--- config.mk ---
export PLATFORM = sky130hd
export DESIGN_NAME = wdog_timer
export DESIGN_NICKNAME = d
export VERILOG_FILES = /design/src/rtl/wdog_pkg.sv /design/src/rtl/wdog_regs.sv /design/src/rtl/wdog_tickgen.sv /design/src/rtl/wdog_counter.sv /design/src/rtl/wdog_alarm.sv /design/src/rtl/wdog_timer.sv
export SDC_FILE = /design/constraint.sdc
export NUM_CORES = 1
export LEC_CHECK = 0
export CAP_MARGIN = 0
export CORE_MARGIN = 2
export CORE_UTILIZATION = 58
export DETAILED_ROUTE_END_ITERATION = 10
export MAX_ROUTING_LAYER = met4
export PLACE_DENSITY = 0.87
export SLEW_MARGIN = 20
export SYNTH_ARGS = -nofsm -noshare
export SYNTH_HDL_FRONTEND = slang
export SYNTH_SLANG_ARGS = --single-unit
--- constraint.sdc ---
create_clock -name clk -period 3.4 [get_ports clk]
set_input_delay 0.51 -clock clk [delete_from_list [all_inputs] [get_ports clk]]
set_output_delay 0.51 -clock clk [all_outputs]
set_load 0.05 [all_outputs]
--- src/rtl/wdog_pkg.sv ---
package wdog_pkg;
  localparam int PRE_W     = 8;
  localparam int DSEL_W    = 2;
  localparam int NSEL      = 1 << DSEL_W;
  localparam int BASE_LOG2 = 4;                    // smallest divide is 16
  localparam int DIV_W     = BASE_LOG2 + NSEL - 1; // covers up to /128

  // word indices (byte offset >> 2)
  localparam logic [1:0] IDX_CTRL   = 2'd0;
  localparam logic [1:0] IDX_RELOAD = 2'd1;
  localparam logic [1:0] IDX_COUNT  = 2'd2;
  localparam logic [1:0] IDX_CLEAR  = 2'd3;

  // control bit positions
  localparam int B_RSTEN = 0;
  localparam int B_IRQEN = 2;
  localparam int B_DSEL  = 3;
  localparam int B_RUN   = 5;
  localparam int B_PRE   = 8;

  typedef struct packed {
    logic [PRE_W-1:0]  pre;
    logic              run;
    logic [DSEL_W-1:0] dsel;
    logic              irq_en;
    logic              rst_en;
  } wd_ctrl_t;
endpackage

--- src/rtl/wdog_regs.sv ---
module wdog_regs
  import wdog_pkg::*;
#(
  parameter int ADDR_W  = 4,
  parameter int DATA_W  = 32,
  parameter int CNT_W   = 16,
  parameter logic [CNT_W-1:0] CNT_RST = 16'h8000
) (
  input  logic              clk,
  input  logic              rst_n,
  input  logic [ADDR_W-1:0] addr,
  input  logic              wr,
  input  logic [DATA_W-1:0] wdata,
  input  logic [CNT_W-1:0]  cnt_val,
  output wd_ctrl_t          ctrl,
  output logic [CNT_W-1:0]  reload,
  output logic              cnt_load,
  output logic [CNT_W-1:0]  cnt_wdata,
  output logic              irq_clr,
  output logic [DATA_W-1:0] rdata
);
  logic [1:0] idx;
  assign idx       = addr[3:2];
  assign cnt_load  = wr && (idx == IDX_COUNT);
  assign cnt_wdata = wdata[CNT_W-1:0];
  assign irq_clr   = wr && (idx == IDX_CLEAR) && wdata[0];

  always_ff @(posedge clk or negedge rst_n) begin
    if (!rst_n) begin
      ctrl.pre    <= PRE_W'(8'h80);
      ctrl.run    <= 1'b1;
      ctrl.dsel   <= DSEL_W'(NSEL - 1);
      ctrl.irq_en <= 1'b0;
      ctrl.rst_en <= 1'b1;
      reload      <= CNT_RST;
    end else if (wr) begin
      if (idx == IDX_CTRL) begin
        ctrl.pre    <= wdata[B_PRE +: PRE_W];
        ctrl.run    <= wdata[B_RUN];
        ctrl.dsel   <= wdata[B_DSEL +: DSEL_W];
        ctrl.irq_en <= wdata[B_IRQEN];
        ctrl.rst_en <= wdata[B_RSTEN];
      end
      if (idx == IDX_RELOAD) reload <= wdata[CNT_W-1:0];
    end
  end

  always_comb begin
    rdata = '0;
    unique case (idx)
      IDX_CTRL: begin
        rdata[B_PRE +: PRE_W]   = ctrl.pre;
        rdata[B_RUN]            = ctrl.run;
        rdata[B_DSEL +: DSEL_W] = ctrl.dsel;
        rdata[B_IRQEN]          = ctrl.irq_en;
        rdata[B_RSTEN]          = ctrl.rst_en;
      end
      IDX_RELOAD: rdata[CNT_W-1:0] = reload;
      IDX_COUNT:  rdata[CNT_W-1:0] = cnt_val;
      default:    rdata = '0;
    endcase
  end
endmodule

--- src/rtl/wdog_tickgen.sv ---
module wdog_tickgen
  import wdog_pkg::*;
(
  input  logic              clk,
  input  logic              rst_n,
  input  logic              run,
  input  logic [PRE_W-1:0]  pre,
  input  logic [DSEL_W-1:0] dsel,
  output logic              tick
);
  logic [PRE_W-1:0] pre_cnt;
  logic [DIV_W-1:0] div_cnt;
  logic [DIV_W-1:0] tops [NSEL];
  logic [DIV_W-1:0] div_top;
  logic             pre_hit;

  for (genvar g = 0; g < NSEL; g++) begin : g_top
    assign tops[g] = DIV_W'((1 << (BASE_LOG2 + g)) - 1);
  end

  assign div_top = tops[dsel];
  assign pre_hit = run && (pre_cnt == pre);
  assign tick    = pre_hit && (div_cnt == div_top);

  always_ff @(posedge clk or negedge rst_n) begin
    if (!rst_n) begin
      pre_cnt <= '0;
      div_cnt <= '0;
    end else if (!run) begin
      pre_cnt <= '0;
      div_cnt <= '0;
    end else if (pre_hit) begin
      pre_cnt <= '0;
      div_cnt <= (div_cnt >= div_top) ? '0 : div_cnt + 1'b1;
    end else begin
      pre_cnt <= pre_cnt + 1'b1;
    end
  end

  assert_tick_spacing_R3: assert property (@(posedge clk) disable iff (!rst_n)
    tick |=> !tick);
endmodule

--- src/rtl/wdog_counter.sv ---
module wdog_counter #(
  parameter int CNT_W = 16,
  parameter logic [CNT_W-1:0] CNT_RST = 16'h8000
) (
  input  logic             clk,
  input  logic             rst_n,
  input  logic             tick,
  input  logic             load,
  input  logic [CNT_W-1:0] load_val,
  input  logic [CNT_W-1:0] reload,
  output logic [CNT_W-1:0] cnt,
  output logic             expire
);
  assign expire = tick && (cnt == '0);

  always_ff @(posedge clk or negedge rst_n) begin
    if (!rst_n)      cnt <= CNT_RST;
    else if (load)   cnt <= load_val;
    else if (expire) cnt <= reload;
    else if (tick)   cnt <= cnt - 1'b1;
  end

  assert_hold_R4: assert property (@(posedge clk) disable iff (!rst_n)
    (!tick && !load) |=> (cnt == $past(cnt)));
  assert_reload_R3: assert property (@(posedge clk) disable iff (!rst_n)
    (tick && !load && cnt == '0) |=> (cnt == $past(reload)));
  assert_load_first_R5: assert property (@(posedge clk) disable iff (!rst_n)
    load |=> (cnt == $past(load_val)));
endmodule

--- src/rtl/wdog_alarm.sv ---
module wdog_alarm #(
  parameter int RST_PULSE = 128
) (
  input  logic clk,
  input  logic rst_n,
  input  logic expire,
  input  logic irq_en,
  input  logic rst_en,
  input  logic irq_clr,
  output logic irq,
  output logic rst_out
);
  localparam int PW = $clog2(RST_PULSE + 1);
  logic          flag;
  logic [PW-1:0] pulse_cnt;

  always_ff @(posedge clk or negedge rst_n) begin
    if (!rst_n)       flag <= 1'b0;
    else if (expire)  flag <= 1'b1;
    else if (irq_clr) flag <= 1'b0;
  end

  always_ff @(posedge clk or negedge rst_n) begin
    if (!rst_n)                 pulse_cnt <= '0;
    else if (expire && rst_en)  pulse_cnt <= PW'(RST_PULSE);
    else if (pulse_cnt != '0)   pulse_cnt <= pulse_cnt - 1'b1;
  end

  assign irq     = flag && irq_en;
  assign rst_out = (pulse_cnt != '0);

  assert_flag_set_R6: assert property (@(posedge clk) disable iff (!rst_n)
    expire |=> flag);
  assert_flag_clear_R6: assert property (@(posedge clk) disable iff (!rst_n)
    (irq_clr && !expire) |=> !flag);
  assert_pulse_start_R7: assert property (@(posedge clk) disable iff (!rst_n)
    (expire && rst_en) |=> rst_out);
  always_comb begin
    assert_pulse_len_R7: assert (!rst_n || pulse_cnt <= PW'(RST_PULSE));
  end
endmodule

--- src/rtl/wdog_timer.sv ---
module wdog_timer
  import wdog_pkg::*;
#(
  parameter int ADDR_W    = 4,
  parameter int CNT_W     = 16,
  parameter int RST_PULSE = 128,
  parameter logic [CNT_W-1:0] CNT_RST = 16'h8000
) (
  input  logic              clk,
  input  logic              rst_n,
  input  logic [ADDR_W-1:0] bus_addr,
  input  logic              bus_wr,
  input  logic [31:0]       bus_wdata,
  output logic [31:0]       bus_rdata,
  output logic              wd_irq,
  output logic              wd_rst
);
  wd_ctrl_t         ctrl;
  logic [CNT_W-1:0] reload, cnt, cnt_wdata;
  logic             cnt_load, irq_clr, tick, expire;

  wdog_regs #(.ADDR_W(ADDR_W), .DATA_W(32), .CNT_W(CNT_W), .CNT_RST(CNT_RST)) u_regs (
    .clk(clk), .rst_n(rst_n), .addr(bus_addr), .wr(bus_wr), .wdata(bus_wdata),
    .cnt_val(cnt), .ctrl(ctrl), .reload(reload), .cnt_load(cnt_load),
    .cnt_wdata(cnt_wdata), .irq_clr(irq_clr), .rdata(bus_rdata)
  );

  wdog_tickgen u_tick (
    .clk(clk), .rst_n(rst_n), .run(ctrl.run), .pre(ctrl.pre),
    .dsel(ctrl.dsel), .tick(tick)
  );

  wdog_counter #(.CNT_W(CNT_W), .CNT_RST(CNT_RST)) u_cnt (
    .clk(clk), .rst_n(rst_n), .tick(tick), .load(cnt_load), .load_val(cnt_wdata),
    .reload(reload), .cnt(cnt), .expire(expire)
  );

  wdog_alarm #(.RST_PULSE(RST_PULSE)) u_alarm (
    .clk(clk), .rst_n(rst_n), .expire(expire), .irq_en(ctrl.irq_en),
    .rst_en(ctrl.rst_en), .irq_clr(irq_clr), .irq(wd_irq), .rst_out(wd_rst)
  );

  assert_stopped_no_expire_R4: assert property (@(posedge clk) disable iff (!rst_n)
    !ctrl.run |-> !expire);
endmodule

# Word-level counts from Yosys, hierarchy flattened

Index checks and enable logic that the tools add are counted.
W data, S select, Z words.

Memory bits (writable): 0
Memories: 0
Bits in latches: 0
Input port bits: 39
Bits in read-only memories: 0
Flip-flop bits (word level): 69
Logic and storage cells: 60

Divide/modulo/power cells: 0
Eq/ne operators: 6
$mul: 0
$lt $le $gt $ge: 2
Muxes and demuxes: 20
Shift operators: 0
Bitwise gates (word level): 1
Reduce and logical (&&, ||, !) cells: 16
Add/subtract/negate cells: 4

Operator list:

| kind                    | count |
|---|---|
| $mux W16                | 3 |
| $mux W7                 | 5 |
| $mux W8                 | 4 |
| $pmux W8 S3             | 1 |
| $logic_not A16 Y1       | 1 |
| $sub A16 B1 Y16 const B | 1 |
| $bmux W7 S2             | 1 |
| $pmux W4 S3             | 1 |
| $add A8 B1 Y8 const B   | 1 |
| $eq A8 B8 Y1            | 1 |
| $logic_and A1 B1 Y1     | 8 |
| $reduce_bool A8 Y1      | 1 |
| $sub A8 B1 Y8 const B   | 1 |
| $add A7 B1 Y7 const B   | 1 |
| $eq A7 B7 Y1            | 1 |
| $ge A7 B7 Y1            | 1 |
| $eq A2 B2 Y1 const B    | 2 |
| $pmux W2 S2             | 1 |
| $reduce_and A2 Y1       | 2 |
| $reduce_bool A2 Y1      | 2 |
| $ge A3 B3 Y1 const B    | 1 |
| $not A2 Y3              | 1 |
| $pmux W1 S3             | 1 |
| $reduce_bool A3 Y1      | 1 |
| other kinds (5)         | 6 |

# Longest topological paths before layout

Gate-level depths: netlist of the first run.

Depth after elaboration: 9
Gate-level depth with buffers: 9

# Cells and area by module

A second synthesis of the first run with hierarchy kept.

Cells, all modules: 447
Area total of the unflattened synthesis: 4514.3 um^2

By module, submodules not included:

| module       | times used | area each (um^2) | cells each |
|---|---|---|---|
| wdog_regs    | 1          | 1752.9           | 142 |
| wdog_counter | 1          | 1246.2           | 149 |
| wdog_tickgen | 1          | 1006.0           | 102 |
| wdog_alarm   | 1          | 509.2            | 54 |

# Worst setup path after synthesis of the first run

Ideal clock, no wire load.

Kind: input-to-output
Start: in bus_addr[3]
End: out bus_rdata[10]
Data required time: 2.890 ns
Setup slack: 0.877 ns
Data arrival time: 2.013 ns
Stages on the path: 6
Cell sequence: inv_1 > ha_1 > clkbuf_1 > clkbuf_1 > a222oi_1 > nor2_1

Word-level cells in the longest chain between the ends: 2

RTL lines:

| item                                       | RTL line         | text |
|---|---|---|
| start: declaration                         | wdog_timer.sv:11 | `input logic [ADDR_W-1:0] bus_addr,` |
| $eq A2 B2 Y1, or another cell as far along | wdog_regs.sv:50  | `unique case (idx)` |
| $pmux W8 S3 (*)                            | wdog_regs.sv:50  |  |
| end: declaration                           | wdog_timer.sv:14 | `output logic [31:0] bus_rdata,` |

Every way passes the cells marked *; elsewhere a longest branch is shown, timed or not.

# Worst setup path in the final report of the first run

Start: reg u_alarm.pulse_cnt[2]
End: out wd_rst

Word-level cells in the longest chain between the ends: 1

RTL lines:

| item                     | RTL line         | text |
|---|---|---|
| start: declaration       | wdog_alarm.sv:15 | `logic [PW-1:0] pulse_cnt;` |
| start signal: assignment | wdog_alarm.sv:25 | `else if (expire && rst_en) pulse_cnt <= PW'(RST_PULSE);` |
| start signal: assignment | wdog_alarm.sv:26 | `else if (pulse_cnt != '0) pulse_cnt <= pulse_cnt - 1'b1;` |
| $reduce_bool A8 Y1       | wdog_alarm.sv:30 | `assign rst_out = (pulse_cnt != '0);` |
| end: declaration         | wdog_timer.sv:16 | `output logic wd_rst` |

No other way between the ends.

==> results of run 1 <==
-- logic make-up after synthesis --
group | count (synthesis)
AND/OR/NAND/NOR | 156
AO/OA/AOI/OAI | 72
flip-flops | 69
buffers and inverters | 51
multiplexers | 33
XOR/XNOR | 29
adder cells (fa/ha/maj) | 13
other | 1
-- path summary, 6_finish.rpt --
check                                    end  slack [ns]
min in group clk                u_alarm.flag        0.51
min                        u_tick.div_cnt[1]        0.15
max reg2reg                    u_cnt.cnt[11]        0.86
max                                   wd_rst        0.43
min reg2reg                     u_alarm.flag        0.51
max in group asynchronous     u_regs.ctrl[7]        2.62
-- power by group --
part	leakage (nW)	total [mW]	internal, mW	switching (mW)
clock	0.0857	0.608	0.304	0.304
combinational	1.14	0.545	0.223	0.321
sequential	0.854	1.09	0.937	0.150
-- sequential cells by signal (all words and copies together), names as in the netlist --
name               count
u_alarm.pulse_cnt      8
u_tick.pre_cnt         8
u_alarm.flag           1
u_tick.div_cnt         7
u_cnt.cnt             16
u_regs.ctrl           13
u_regs.reload         16
-- placed cells by master (no fill, tap or decap), drive strengths merged, types with 5 or more instances in the layout --
cell type and count:
inv 12, clkbuf 13, conb 16, dfrtp 62
o211ai 6, mux2 30, xor2 16, nand3 19
ha 13, o21ai 12, a21oi 14, a2bb2oi 5
nor4 10, a222oi 13, nor2 55, a211o 5
dfstp 7, nor3 9, and3 5, buf 24
xnor2 13, nor2b 6, clkdlybuf4s50 21, nand4 6
nand2 26
-- through the flow --
step | instance area [um2] | utilization [%]
3_5_place_dp | 4510 | 65.6
5_1_grt | 4690 | 68.3
2_1_floorplan | 4220 | -
4_1_cts | 4690 | 68.2
6_report | 4690 | 68.3
3_3_place_gp | 4510 | 65.6
-- area by class of cell --
type,count,area [um2],area share (%)
well taps,96,120,2.56
inverters,12,45.0,0.961
clock inverters,3,20.0,0.427
multi-input cells,319,2220,47.3
flip-flops and latches,69,1740,37.0
repair buffers,45,390,8.32
clock buffers,13,159,3.39
-- layer usage --
layer	vias up	share of wire (%)	routed length, um
met2	138	49	4720
li1	1574	-	-
met5	-	0	0
met3	14	7.0	675
met1	1651	43	4110
met4	0	1.3	127
==> results.sh, run 1 <==
export IMPL_synthAdderAreaFrac_pct=3.90
export IMPL_detailedPlace_worstSlack_ns=0.548
export IMPL_synth_compound_area_share_pct=12.7
export IMPL_number_of_remaining_drc_errors=0
export IMPL_cts_repair_resize_count=0
export IMPL_post_detailed_route_count_of_antenna_violating_nets=0
export IMPL_holdWs_ns=0.152
export IMPL_floorplan_initialDensity_pct=60.7
export IMPL_finalNonFillerCells=557
export IMPL_postCtsSetupRepairBufs=0
export IMPL_synth_simple_area_share_pct=20.3
export IMPL_clock_tree_buffer_depth=2
export IMPL_diodes=0
export IMPL_drtPass1Iterations=7
export IMPL_crit_reg2reg_launch="u_regs.ctrl[3]"
export IMPL_synthMuxAreaShare_pct=8.83
export IMPL_ys_types=58
export IMPL_worst_r2r_cell_count=7
export IMPL_dpl_cell_count=541
export IMPL_setup_slack_ns=0.427
export IMPL_postCtsHoldBufs=0
export IMPL_via_per_inst=6.06
export IMPL_timing_final_max_slew_violations=0
export IMPL_max_cap_viol=0
export IMPL_clock_sinks=69
export IMPL_routedWlPerCell_um=17.3
export IMPL_synth_top_cells_by_area="sky130_fd_sc_hd__dfrtp_1 (37%), sky130_fd_sc_hd__mux2_2 (8.1%), sky130_fd_sc_hd__nor2_1 (4.9%)"
export IMPL_drive_above_1_share_pct=18.9
export IMPL_post_synth_xor_area_fraction_pct=6.10
export IMPL_synthFlopType="sky130_fd_sc_hd__dfrtp_1"
export IMPL_met2_usage_pct=43.1
export IMPL_post_synth_edffs=0
export IMPL_dp_final_hpwl_um=6680
export IMPL_finalNetCount=508
export IMPL_cp_buffers_inverters=2
export IMPL_leakage_nw=2.08
export IMPL_yosys_register_bits=69
export IMPL_gr_total_overflow=0
export IMPL_rsz0062_at_grt="false"
export IMPL_crit_path_end_kind="output port"
export IMPL_clock_fmax_ghz=0.336
export IMPL_power_ir_vdd_worst_uv=259
export IMPL_largest_family_of_logic_cells_by_synthesized_area="simple AND/OR/NAND/NOR gates"
export IMPL_final_min_period_over_clock_period_pct=87.4
export IMPL_min_path_type="input port to asynchronous set/reset pin"
export IMPL_power_mw=2.24
export IMPL_synth_largest_area_cell="sky130_fd_sc_hd__dfrtp_1"
export IMPL_worst_tran_pin_value_ns=0.782
export IMPL_netlist_top_cells_count="sky130_fd_sc_hd__dfrtp_1 (62), sky130_fd_sc_hd__nor2_1 (54), sky130_fd_sc_hd__mux2_2 (30), sky130_fd_sc_hd__nand2_1 (26), sky130_fd_sc_hd__nand3_1 (19)"
export IMPL_die_width_um=88.8
export IMPL_cts_htree_levels=3
export IMPL_grt_pass1_vias=3316
export IMPL_seq_area_frac_synth_pct=41.7
export IMPL_cts_root_buffer_cell="sky130_fd_sc_hd__clkbuf_8"
export IMPL_syn_to_final_growth_pct=12.6
export IMPL_post_synthesis_cells=424
export IMPL_tritoncts="yes"
export IMPL_antenna_violations_before_repair=0
export IMPL_filler_cell_count=539
export IMPL_syn_area_mm2=0.00417
export IMPL_crit_chain="nor4_1 -> and3b_1 -> inv_1 -> clkdlybuf4s50_1"
export IMPL_i_o_pins=73
export IMPL_final_hold_violation_count=0
export IMPL_grt_util_met1_pct=34.1
export IMPL_worst_endpoint_arrival_ns=2.46
export IMPL_fp_row_count=30
export IMPL_worst_slew_margin_rel_pct=47.8
export IMPL_die_y_um=88.8
export IMPL_wirelength_um=9630
export IMPL_global_route_peak_usage_layer="met2"
export IMPL_worstPathRequired_ns=2.89
export IMPL_avgSynthCellArea_um2=9.83
export IMPL_fin_tns_setup_ns=0
export IMPL_globalRouteMet3Util_pct=6.25
export IMPL_slowest_stage="sky130_fd_sc_hd__clkdlybuf4s50_1"
export IMPL_power_density_mw_per_mm2=478
export IMPL_synth_async_reset_ratio_pct=100
export IMPL_worst_setup_path_startpoint="u_alarm.pulse_cnt[2]"
export IMPL_run_status="completed"
export IMPL_clk_pin_slew_worst_paths_ns=0.07
export IMPL_clkLatencyLatePin_ns=0.35
export IMPL_core_area_mm2=0.00687
export IMPL_worst_path_largest_cell_delay_ns=0.70
export IMPL_crit_fanout=6
export IMPL_tritoncts_num_buffers=9
export IMPL_post_synth_top_area_fraction_pct=37.2
export IMPL_grt_start_max_net_pins=50
export IMPL_finalSetupViolations=0
export IMPL_most_frequent_cell_after_synthesis="sky130_fd_sc_hd__dfrtp_1"
export IMPL_worstSetupPathDepth=4
export IMPL_critPathLaunchType="flip-flop"
export IMPL_synth_warnings=0
export IMPL_die_area_mm2=0.00788
export IMPL_grt_total_usage_pct=27.1
export IMPL_routed_via_count=3377
export IMPL_grt_pass1_wl_um=15700
export IMPL_worst_clock_skew_ns=0.00601
export IMPL_critPathTopFamily="simple AND/OR/NAND/NOR gates"
export IMPL_gp_routability_congestion=0.961
export IMPL_final_period_minus_worst_setup_slack_ns=2.97
export IMPL_setup_worst_path_class="flip-flop to output port"
export IMPL_port_buffer_count=38
export IMPL_detail_route_iter0_violations=313
(Power assumes the default switching activity.)
==> inputs of run 2 (changes only) <==
--- a/config.mk
+++ b/config.mk
@@ -7,10 +7,10 @@
 export LEC_CHECK = 0
 export CAP_MARGIN = 0
 export CORE_MARGIN = 2
-export CORE_UTILIZATION = 58
+export CORE_UTILIZATION = 53
 export DETAILED_ROUTE_END_ITERATION = 10
 export MAX_ROUTING_LAYER = met4
-export PLACE_DENSITY = 0.87
+export PLACE_DENSITY = 0.8
 export SLEW_MARGIN = 20
 export SYNTH_ARGS = -nofsm -noshare
 export SYNTH_HDL_FRONTEND = slang
==> constraint.sdc (replaced) <==
create_clock -name clk -period 3.23 [get_ports clk]
set_input_delay 0.4845 -clock clk [delete_from_list [all_inputs] [get_ports clk]]
set_output_delay 0.4845 -clock clk [all_outputs]
set_load 0.05 [all_outputs]
==> run 2 against run 1 <==
Compared with the run above:
- power up 19%
- flip-flop and latch count unchanged
- sequential share of layout area fell by 2.4 points
- critical path depth up 2
- clock skew is 0.0057 ns higher
- global-route usage decreased by 0.71 points
- register-to-register slack got worse by 0.15 ns
- sequential power is 5% higher
- wire length rose by 5.6%
- non-clock buffer count increased by 5
==> results.sh, run 2 (synthesized netlist as in run 1, its figures left out) <==
export IMPL_run_status="completed"
export IMPL_detail_route_iter0_violations=280
export IMPL_power_ir_vdd_worst_uv=311
export IMPL_via_per_inst=6.08
export IMPL_cts_root_buffer_cell="sky130_fd_sc_hd__clkbuf_8"
export IMPL_wirelength_um=10200
export IMPL_power_switching_mw=0.856
export IMPL_gp_routability_congestion=0.925
export IMPL_routed_via_count=3453
export IMPL_worst_tran_pin_value_ns=0.782
export IMPL_die_y_um=92.7
export IMPL_switching_share_pct=32.0
export IMPL_mostFrequentLayoutCell="sky130_fd_sc_hd__dfrtp_1"
export IMPL_grt_start_max_net_pins=32
export IMPL_final_hold_violation_count=0
export IMPL_filler_cell_count=607
export IMPL_die_area_mm2=0.00859
export IMPL_finalSetupViolations=0
export IMPL_slowest_stage="sky130_fd_sc_hd__ha_1"
export IMPL_die_width_um=92.7
export IMPL_worst_slew_margin_rel_pct=47.8
export IMPL_number_of_remaining_drc_errors=0
export IMPL_floorplan_initialDensity_pct=54.2
export IMPL_clock_fmax_ghz=0.349
export IMPL_largestRegisters="u_cnt.cnt: 16 flops, u_regs.reload: 16 flops, u_regs.ctrl: 13 flops"
export IMPL_mostFrequentLayoutCells="sky130_fd_sc_hd__dfrtp_1 (62), sky130_fd_sc_hd__nor2_1 (54), sky130_fd_sc_hd__mux2_2 (30)"
export IMPL_min_path_type="input port to asynchronous set/reset pin"
export IMPL_postCtsHoldBufs=0
export IMPL_syn_to_final_growth_pct=20.3
export IMPL_post_detailed_route_count_of_antenna_violating_nets=0
export IMPL_final_min_period_over_clock_period_pct=88.6
export IMPL_postCtsSetupRepairBufs=0
export IMPL_worst_clock_skew_ns=0.0117
export IMPL_power_mw=2.67
export IMPL_tritoncts="yes"
export IMPL_drtPass1Iterations=5
export IMPL_pwr_share_seq_pct=42.8
export IMPL_p_clk_share_pct=32.7
export IMPL_dpl_cell_count=552
export IMPL_worst_endpoint_arrival_ns=2.38
export IMPL_holdWs_ns=0.0719
export IMPL_fp_row_count=32
export IMPL_finalNonFillerCells=568
export IMPL_diodes=0
export IMPL_crit_path_end_kind="output port"
export IMPL_p_int_mw=1.82
export IMPL_dp_final_hpwl_um=6980
export IMPL_clock_sinks=69
export IMPL_i_o_pins=73
export IMPL_clk_pin_slew_worst_paths_ns=0.08
export IMPL_clkLatencyLatePin_ns=0.35
export IMPL_rsz0062_at_grt="false"
export IMPL_worst_path_largest_cell_delay_ns=0.67
export IMPL_drive_above_1_share_pct=20.2
export IMPL_power_density_mw_per_mm2=533
export IMPL_final_core_util_pct=65.2
export IMPL_fin_tns_setup_ns=0
export IMPL_worstPathRequired_ns=2.75
export IMPL_setup_worst_path_class="input port to output port"
export IMPL_critPathLaunchType="input port"
export IMPL_antenna_violations_before_repair=0
export IMPL_gr_total_overflow=0
export IMPL_crit_fanout=18
export IMPL_grt_total_usage_pct=26.4
export IMPL_port_buffer_count=38
export IMPL_core_area_mm2=0.00769
export IMPL_share_comb_of_total_power_pct=24.5
export IMPL_routedWlPerCell_um=17.9
export IMPL_cts_repair_resize_count=0
export IMPL_grt_pass1_vias=3546
export IMPL_leakage_nw=2.19
export IMPL_final_period_minus_worst_setup_slack_ns=2.86
export IMPL_clock_tree_buffer_depth=2
export IMPL_max_cap_viol=0
export IMPL_timing_final_max_slew_violations=0
export IMPL_cts_htree_levels=3
export IMPL_tritoncts_num_buffers=9
export IMPL_crit_chain="clkdlybuf4s50_1 -> inv_1 -> ha_1 -> a22oi_1 -> nor2b_1 -> buf_12"
export IMPL_grt_pass1_wl_um=17200
export IMPL_finalNetCount=513
[run 2: through the flow]
| stage | area, um2 | setup WS [ns] |
|---|---|---|
| 4_1_cts | 5010 | 0.378 |
| 3_3_place_gp | 4750 | 0.474 |
| 6_report | 5010 | 0.368 |
| 3_5_place_dp | 4770 | 0.387 |
| 2_1_floorplan | 4220 | 0.758 |
| 5_1_grt | 5010 | 0.195 |
[run 2: power by group through the flow]
stage               Sequential [mW]  Combinational [mW]  Clock [mW]
floorplan                      1.10               0.459           0
global placement               1.15               0.632           0
detailed placement             1.15               0.653           0
CTS                            1.14               0.658       0.878
global route                   1.16               0.709       0.913
finish                         1.14               0.656       0.874
[run 2: final timing paths]
kind	from	endpoint	slack (ns)	cells past startpoint
worst max-delay path	bus_addr[2]	bus_rdata[7]	0.37	6
worst min-delay path	rst_n	u_regs.reload[3]	0.07	1
max in group asynchronous	rst_n	u_alarm.pulse_cnt[7]	2.31	3
worst max register to register	u_regs.ctrl[3]	u_cnt.cnt[11]	0.71	7
min in group clk	u_alarm.flag	u_alarm.flag	0.50	2
worst min register to register	u_alarm.flag	u_alarm.flag	0.50	2
[run 2: cell type report]
class	instances	area (um2)	share of cell area [%]
timing repair buffer	50	638	12.7
sequential	69	1740	34.6
multi-input combinational	319	2220	44.3
clock buffer	10	138	2.75
clock inverter	6	110	2.20
tap	102	128	2.55
inverter	12	45.0	0.898
[run 2: per-layer routing]
| metal | vias up | track usage, % | share of wire, % |
|---|---|---|---|
| met3 | 22 | 4.88 | 6.3 |
| met1 | 1715 | 32.0 | 41 |
| met4 | 0 | 8.58 | 1.9 |
| li1 | 1572 | - | - |
| met2 | 144 | 44.8 | 51 |
| met5 | - | - | 0 |
[run 2: critical path: cells and delay by family]
family,cells,cell delay (ns)
buffers and inverters,3,0.72
AO/OA/AOI/OAI,1,0.23
adder cells (fa/ha/maj),1,0.67
AND/OR/NAND/NOR,1,0.27
